**src/rtl/bra_pkg.sv**
```systemverilog
`timescale 1ns/1ps
package bra_pkg;

  localparam int SLICE_W = 4;

  // Ripple four bits from propagate/generate; result is {carry, sum[3:0]}.
  function automatic logic [SLICE_W:0] ripple_pg(input logic [SLICE_W-1:0] p,
                                                 input logic [SLICE_W-1:0] g,
                                                 input logic c);
    logic [SLICE_W-1:0] s;
    logic cc;
    cc = c;
    for (int j = 0; j < SLICE_W; j++) begin
      s[j] = p[j] ^ cc;
      cc   = g[j] | (p[j] & cc);
    end
    return {cc, s};
  endfunction

  // Two-level lookahead carry over one slice.
  function automatic logic lookahead_carry(input logic [SLICE_W-1:0] p,
                                           input logic [SLICE_W-1:0] g,
                                           input logic c);
    return g[3]
         | (p[3] & g[2])
         | (p[3] & p[2] & g[1])
         | (p[3] & p[2] & p[1] & g[0])
         | (p[3] & p[2] & p[1] & p[0] & c);
  endfunction

  // Derive the carry-in-one result from the carry-in-zero result.
  function automatic logic [SLICE_W:0] plus_one(input logic [SLICE_W:0] r0);
    logic [SLICE_W-1:0] s1;
    logic run;
    run = 1'b1;
    for (int j = 0; j < SLICE_W; j++) begin
      s1[j] = r0[j] ^ run;
      run   = run & r0[j];
    end
    return {r0[SLICE_W] | run, s1};
  endfunction

endpackage

```
**src/rtl/bra_pg_gen.sv**
```systemverilog
`timescale 1ns/1ps
module bra_pg_gen
  import bra_pkg::*;
(
  input  logic [SLICE_W-1:0] a_i,
  input  logic [SLICE_W-1:0] b_i,
  output logic [SLICE_W-1:0] prop_o,
  output logic [SLICE_W-1:0] gen_o
);
  assign prop_o = a_i ^ b_i;
  assign gen_o  = a_i & b_i;
endmodule

```
**src/rtl/bra_lookahead.sv**
```systemverilog
`timescale 1ns/1ps
module bra_lookahead
  import bra_pkg::*;
(
  input  logic [SLICE_W-1:0] prop_i,
  input  logic [SLICE_W-1:0] gen_i,
  input  logic               cprev_i,
  output logic               carry_o
);
  assign carry_o = lookahead_carry(prop_i, gen_i, cprev_i);
endmodule

```
**src/rtl/bra_ripple_slice.sv**
```systemverilog
`timescale 1ns/1ps
module bra_ripple_slice
  import bra_pkg::*;
(
  input  logic [SLICE_W-1:0] prop_i,
  input  logic [SLICE_W-1:0] gen_i,
  input  logic               cin_i,
  output logic [SLICE_W-1:0] sum_o,
  output logic               cout_o
);
  logic [SLICE_W:0] res_w;
  assign res_w  = ripple_pg(prop_i, gen_i, cin_i);
  assign sum_o  = res_w[SLICE_W-1:0];
  assign cout_o = res_w[SLICE_W];
endmodule

```
**src/rtl/bra_select_slice.sv**
```systemverilog
`timescale 1ns/1ps
module bra_select_slice
  import bra_pkg::*;
(
  input  logic [SLICE_W-1:0] prop_i,
  input  logic [SLICE_W-1:0] gen_i,
  input  logic               cin_i,
  output logic [SLICE_W-1:0] sum_o,
  output logic               cout_o
);
  logic [SLICE_W:0] res_zero_w;
  logic [SLICE_W:0] res_one_w;
  logic [SLICE_W:0] chosen_w;

  assign res_zero_w = ripple_pg(prop_i, gen_i, 1'b0);
  assign res_one_w  = plus_one(res_zero_w);
  assign chosen_w   = cin_i ? res_one_w : res_zero_w;
  assign sum_o      = chosen_w[SLICE_W-1:0];
  assign cout_o     = chosen_w[SLICE_W];
endmodule

```
**src/rtl/bra_adder.sv**
```systemverilog
`timescale 1ns/1ps
module bra_adder
  import bra_pkg::*;
#(
  parameter int N = 32,
  parameter int Q = 2
)(
  input  logic [N-1:0] opa,
  input  logic [N-1:0] opb,
  input  logic         carry_in,
  output logic [N-1:0] total,
  output logic         carry_out
);
  localparam int SLICES = N / SLICE_W;
  localparam int LOW_CS = SLICES - Q;

  // Observation wires for the checker.
  logic [SLICES-1:0] slice_cin_w;
  logic [SLICES-1:0] slice_cout_w;

  if ((N % SLICE_W) != 0 || N < SLICE_W || Q < 0 || Q > 4 || Q > SLICES) begin : g_bad_params
    $error("bra_adder: illegal N/Q combination");
  end

  for (genvar i = 0; i < SLICES; i++) begin : g_sl
    logic [SLICE_W-1:0] p_s;
    logic [SLICE_W-1:0] g_s;
    logic [SLICE_W-1:0] sum_s;
    logic               cin_s;
    logic               cout_s;

    bra_pg_gen u_pg (
      .a_i    (opa[SLICE_W*i +: SLICE_W]),
      .b_i    (opb[SLICE_W*i +: SLICE_W]),
      .prop_o (p_s),
      .gen_o  (g_s)
    );

    if (i == 0) begin : g_base
      assign cin_s = carry_in;
    end else if (i <= LOW_CS) begin : g_la
      bra_lookahead u_la (
        .prop_i  (g_sl[i-1].p_s),
        .gen_i   (g_sl[i-1].g_s),
        .cprev_i (g_sl[i-1].cin_s),
        .carry_o (cin_s)
      );
    end else begin : g_chain
      assign cin_s = g_sl[i-1].cout_s;
    end

    if (i >= LOW_CS) begin : g_sel
      bra_select_slice u_slice (
        .prop_i (p_s),
        .gen_i  (g_s),
        .cin_i  (cin_s),
        .sum_o  (sum_s),
        .cout_o (cout_s)
      );
    end else begin : g_rip
      bra_ripple_slice u_slice (
        .prop_i (p_s),
        .gen_i  (g_s),
        .cin_i  (cin_s),
        .sum_o  (sum_s),
        .cout_o (cout_s)
      );
    end

    assign total[SLICE_W*i +: SLICE_W] = sum_s;
    assign slice_cin_w[i]  = cin_s;
    assign slice_cout_w[i] = cout_s;
  end

  assign carry_out = g_sl[SLICES-1].cout_s;

endmodule

```
**config.mk**
```make
export PLATFORM = sky130hd
export DESIGN_NAME = bra_adder
export DESIGN_NICKNAME = d
export VERILOG_FILES = /design/src/rtl/bra_pkg.sv /design/src/rtl/bra_pg_gen.sv /design/src/rtl/bra_lookahead.sv /design/src/rtl/bra_ripple_slice.sv /design/src/rtl/bra_select_slice.sv /design/src/rtl/bra_adder.sv
export SDC_FILE = /design/constraint.sdc
export NUM_CORES = 1
export LEC_CHECK = 0
export ABC_AREA = 1
export BUFFER_PORTS_ARGS = -buffer_cell sky130_fd_sc_hd__buf_2
export CORE_ASPECT_RATIO = 1.5
export CORE_MARGIN = 8
export CORE_UTILIZATION = 45
export DETAILED_ROUTE_END_ITERATION = 8
export PLACE_DENSITY = 0.84
export RECOVER_POWER = 25
export SETUP_SLACK_MARGIN = 0.02
export SYNTH_ARGS = -nofsm -noshare
export SYNTH_HDL_FRONTEND = slang
export SYNTH_SLANG_ARGS = --single-unit
```
**constraint.sdc**
```tcl
create_clock -name vclk -period 4.7
set_input_delay 0.94 -clock vclk [all_inputs]
set_output_delay 0.94 -clock vclk [all_outputs]
set_load 0.01 [all_outputs]
```
==> results of run 1 <==
cell type report:
| type | instances | area [um^2] | share of cell area, % |
|---|---|---|---|
| multi-input combinational | 136 | 1390 | 66.3 |
| tap | 42 | 52.6 | 2.51 |
| inverter | 46 | 173 | 8.24 |
| timing repair buffer | 98 | 480 | 22.9 |
metrics by stage:
step                      total power [mW]  std cells  setup slack, ns  instance area [um^2]  hold WS, ns
after global placement               0.302        322            0.112                  2070         2.25
final                                0.307        322            0.209                  2100         2.26
after detailed placement             0.312        322           0.0578                  2070         2.26
after floorplan                      0.193        182            0.369                  1530         2.07
after CTS                            0.313        322           0.0549                  2070         2.26
after global routing                 0.350        322           0.0384                  2100         2.28
synth_stat cells:
cell,number,area (um^2)
a21oi_1,5,25.0
a41oi_1,1,8.76
fa_1,24,480
ha_1,32,400
inv_1,46,173
nand2_1,16,60.1
nand2_2,9,56.3
nand2_4,4,45.0
nand2_8,1,20.0
nand3_1,20,100
nand3_2,1,10.0
nor2_1,10,37.5
nor2_2,1,6.26
o211a_1,3,30.0
o21ai_0,2,10.0
xnor2_1,3,26.3
xor2_1,3,26.3
xor2_2,1,16.3
power by group through the flow:
stage	Combinational (mW)	Clock (mW)	Sequential [mW]
2_1_floorplan	0.193	0	0
3_3_place_gp	0.302	0	0
3_5_place_dp	0.312	0	0
4_1_cts	0.313	0	0
5_1_grt	0.350	0	0
6_report	0.307	0	0
how the worst max path moves through the flow:
stage	startpoint	endpoint	cells after the start	slack, ns
floorplan	opa[3]	total[23]	17	0.37
global placement	opa[3]	total[23]	19	0.11
detailed placement	opa[3]	total[23]	19	0.06
CTS	opa[3]	total[23]	19	0.05
global route	opa[2]	total[23]	19	0.04
finish	opa[2]	total[23]	19	0.21
cells by family (layout without fill, tap and decap cells):
kind of cell | count (synthesis) | in the layout | share of synthesized area (%)
xor+xnor | 7 | 7 | 4.49
buf+inv | 46 | 144 | 11.3
compound gates | 11 | 11 | 4.82
simple gates | 62 | 62 | 21.9
fa+ha+maj | 56 | 56 | 57.5
cell usage in the layout (no fill, tap or decap), drive strengths merged, types with 4 or more instances in the layout:
master,count
buf,90
inv,46
ha,32
nand2,30
fa,24
nand3,21
nor2,11
clkbuf,8
a21oi,5
xor2,4
metal layers:
metal  vias up  wire, um
li1        767         -
met1       703      1560
met2        62      2230
met3         0       345
met4         0         0
met5         -         0
timing repair:
item	in CTS	in global routing
setup endpoints to repair	0	2
setup buffers	0	0
gates resized for setup	0	4
worst max-delay path: cells and delay by family:
kind | cells | cell delay, ns
AND/OR/NAND/NOR | 12 | 0.80
adder cells (fa/ha/maj) | 4 | 1.39
buffers and inverters | 2 | 0.24
XOR/XNOR | 1 | 0.16
==> out/qor.yml, run 1 <==
drv_cap: 0
synth_cell_types: 18
grt_max_degree: 9
crit_type: "input pin to primary output"
row_count: 26
synth_nets: 303
final_antenna_net_count: 0
drt-total-wl_um: 4130
cts_hold_buffers: 0
worst_slew_pin_slew_ns: 0.247
antenna_found_initial: 0
rsz0062_at_grt: "no"
powerDensity_nw_per_um2: 146
setup_tns_ns: 0
yosysSeqAreaShare_pct: 0
grt_pass1_vias: 1627
cp.required_ns: 3.76
final_nets: 403
comb_power_share_pct: 100.0
arrival_ns: 3.55
clkPwrFrac_pct: 0
seqCellArea_um2: 0
grt_use_total_pct: 14.4
drtIter0Drc: 47
ioPinCount: 98
hp-start: "opb[17]"
cp_max_fo: 2
grt.overflow.total: 0
grt_busiest_layer: "met2"
use_met1_pct: 14.2
p_leak_nw: 1.25
die_w_um: 63.6
power_switching_mw: 0.170
n_clock_buffer: 0
dp_hpwl_um: 3970
drive_gt1_share_pct: 39.6
hold_depth: 3
post-route-period-util_pct: 95.6
slew-limit-headroom_pct: 83.3
yosysWarnings: 0
cp_slowest_cell: "fa_1"
met3_usage_pct: 3.74
intPower_mw: 0.136
path_cells: "buf_2, ha_1, nand2_2, nor2_1, nor2_1, nand2_2, nand2_2, nand2_2, nand2_2, nand2_2, nand2_2, nand2_2, nand2_2, nand2_4, fa_2, fa_1, fa_1, xor2_1, buf_2"
port_buffers: 98
gr-usage-met2_pct: 30.3
die_area_um2: 5560
netlist_area_um2: 1530
cpMostUsedCell: "nand2_2"
globalplace.congestion: 0.800
seq_cell_count: 0
syn_to_final_growth_pct: 36.8
start_util_pct: 46.2
fmax_ghz: 0.223
syn_area_per_cell_um2: 8.41
grt_pass1_wl_um: 6730
status: "completed"
endpoint_kind: "primary output"
hold_violations: 0
cp-start-kind: "input pin"
fill_cells: 316
first_pass_iters: 4
vias: 1532
die_h_um: 87.5
period_minus_slack_ns: 4.49
worstHoldPathType: "input pin to primary output"
swShare_pct: 55.5
postSynthCellCount: 182
wl_per_cell_um: 12.8
slew_violations: 0
drcViolationCount: 0
seqPwrFrac_pct: 0
avgViaCountPerCell: 4.76
vdd_ir_drop_max_mv: 0.0940
finalSetupViolCount: 0
n_antenna_cell: 0
min_to: "total[17]"
post-route-util_pct: 63.2
cpPeakStageDelay_ns: 0.38
core_um2: 3320
No activity file was read; power rests on OpenSTA's default activity.
==> run 2, diff against run 1 <==
--- a/config.mk
+++ b/config.mk
@@ -6,12 +6,12 @@
 export NUM_CORES = 1
 export LEC_CHECK = 0
 export ABC_AREA = 1
-export BUFFER_PORTS_ARGS = -buffer_cell sky130_fd_sc_hd__buf_2
 export CORE_ASPECT_RATIO = 1.5
 export CORE_MARGIN = 8
-export CORE_UTILIZATION = 45
+export CORE_UTILIZATION = 56
 export DETAILED_ROUTE_END_ITERATION = 8
-export PLACE_DENSITY = 0.84
+export DONT_BUFFER_PORTS = 1
+export PLACE_DENSITY = 0.71
 export RECOVER_POWER = 25
 export SETUP_SLACK_MARGIN = 0.02
 export SYNTH_ARGS = -nofsm -noshare
==> constraint.sdc (replaced) <==
create_clock -name vclk -period 5.6
set_input_delay 1.12 -clock vclk [all_inputs]
set_output_delay 1.12 -clock vclk [all_outputs]
set_load 0.01 [all_outputs]
==> out/qor.yml, run 2 (synthesis gave the netlist of run 1 again) <==
die_h_um: 80.0  # -8.5%
fmax_ghz: 0.204
arrival_ns: 3.78  # +0.23 ns
antenna_found_initial: 0  # unchanged
period_minus_slack_ns: 4.90
row_count: 23  # -12%
grt_use_total_pct: 14.2  # -0.25 points
final_nets: 305  # -24%
grt_pass1_vias: 1344  # -17%
grt_pass1_wl_um: 5520  # -18%
globalplace.congestion: 0.723  # -9.6%
seq_cell_count: 0  # unchanged
vias: 1183  # -23%
crit_type: "input pin to primary output"
p_leak_nw: 0.874  # -30%
powerDensity_nw_per_um2: 121  # -17%
cp-start-kind: "input pin"
hold_violations: 0  # unchanged
die_w_um: 58.7  # -7.7%
grt_max_degree: 9  # unchanged
seqCellArea_um2: 0  # unchanged
port_buffers: 0  # -100%
cts_hold_buffers: 0  # unchanged
hold_depth: 1  # -2
post_cts_buffers: 0  # unchanged
slew_violations: 0  # unchanged
cts_resized: 0  # unchanged
die_area_um2: 4700  # -16%
vdd_ir_drop_max_mv: 0.0713  # -24%
worstHoldPathType: "input pin to primary output"
mostFrequentLayoutCell: "inv_1"
syn_to_final_growth_pct: 2.21
grt.overflow.total: 0  # unchanged
n_antenna_cell: 0  # unchanged
n_clock_buffer: 0  # unchanged
start_util_pct: 57.8  # +12 points
status: "completed"
drive_gt1_share_pct: 7.69  # -32 points
drt-total-wl_um: 3420  # -17%
drcViolationCount: 0  # unchanged
ioPinCount: 98  # unchanged
rsz0062_at_grt: "no"
layout_common_cells: "inv_1, ha_1, fa_1"
stdcell_area_um2: 1570  # -25%
finalSetupViolCount: 0  # unchanged
post-route-period-util_pct: 87.4
first_pass_iters: 4  # unchanged
endpoint_kind: "primary output"
avgViaCountPerCell: 5.40  # +14%
drtIter0Drc: 25  # -47%
core_um2: 2650  # -20%
worst_slew_pin_slew_ns: 0.388  # +0.141 ns
cp_max_fo: 3  # +1
setup_tns_ns: 0  # unchanged
wl_per_cell_um: 15.6  # +22%
slew-limit-headroom_pct: 73.8  # -9.5 points
drv_cap: 0  # unchanged
hp-start: "opb[1]"
postPlaceCellArea_um2: 1580  # -24%
min_to: "total[1]"
final_antenna_net_count: 0  # unchanged
cp.required_ns: 4.48  # +0.72 ns
dp_hpwl_um: 3410  # -14%
-- run 2: metrics by stage --
| stage | util [%] | hold WS (ns) | setup slack [ns] | total power [mW] | std cells |
|---|---|---|---|---|---|
| after floorplan | - | 2.43 | 0.909 | 0.162 | 182 |
| after global placement | 59.6 | 2.44 | 0.793 | 0.187 | 219 |
| after detailed placement | 59.6 | 2.44 | 0.715 | 0.196 | 219 |
| after CTS | 59.6 | 2.44 | 0.717 | 0.197 | 219 |
| after global routing | 59.1 | 2.44 | 0.516 | 0.217 | 219 |
| final | 59.1 | 2.43 | 0.704 | 0.189 | 219 |
-- run 2: worst max-delay path: stages --
cell     delay (ns)
ha_1           0.33
nand2_1        0.08
nand2_1        0.05
nor2_1         0.13
nand2_2        0.09
nand2_2        0.05
nand2_1        0.08
nand2_2        0.06
nand2_1        0.08
nand2_2        0.07
nand2_2        0.06
nand2_2        0.08
nand2_4        0.05
fa_1           0.38
fa_1           0.39
fa_1           0.38
xor2_1         0.28
-- run 2: worst max-delay path by stage --
| stage | from | to | slack [ns] | depth (start not counted) |
|---|---|---|---|---|
| final | opa[3] | total[23] | 0.70 | 17 |
| after floorplan | opa[3] | total[23] | 0.91 | 17 |
| after CTS | opa[3] | total[23] | 0.72 | 17 |
| after global placement | opa[3] | total[23] | 0.79 | 17 |
| after detailed placement | opa[3] | total[23] | 0.72 | 17 |
| after global routing | opa[3] | total[23] | 0.52 | 17 |
-- run 2: layer usage --
layer / wire length (um) / share of wire, % / track usage (%) / vias up
li1: - / - / - / 570
met1: 1040 / 30 / 13.4 / 555
met2: 1950 / 57 / 28.5 / 58
met3: 437 / 13 / 6.13 / 0
met4: 0 / 0 / 0 / 0
met5: 0 / 0 / 0 / -
-- run 2: layout make-up --
cell class / instances / area (um^2)
multi-input cells: 136 / 1350
fillers: 260 / 1080
well taps: 37 / 46.3
inverters: 46 / 173
-- run 2: power by group --
part	switching [mW]	internal, mW	total (mW)	leakage (nW)
combinational	0.116	0.0737	0.189	0.874
clock	0	0	0	0
sequential	0	0	0	0
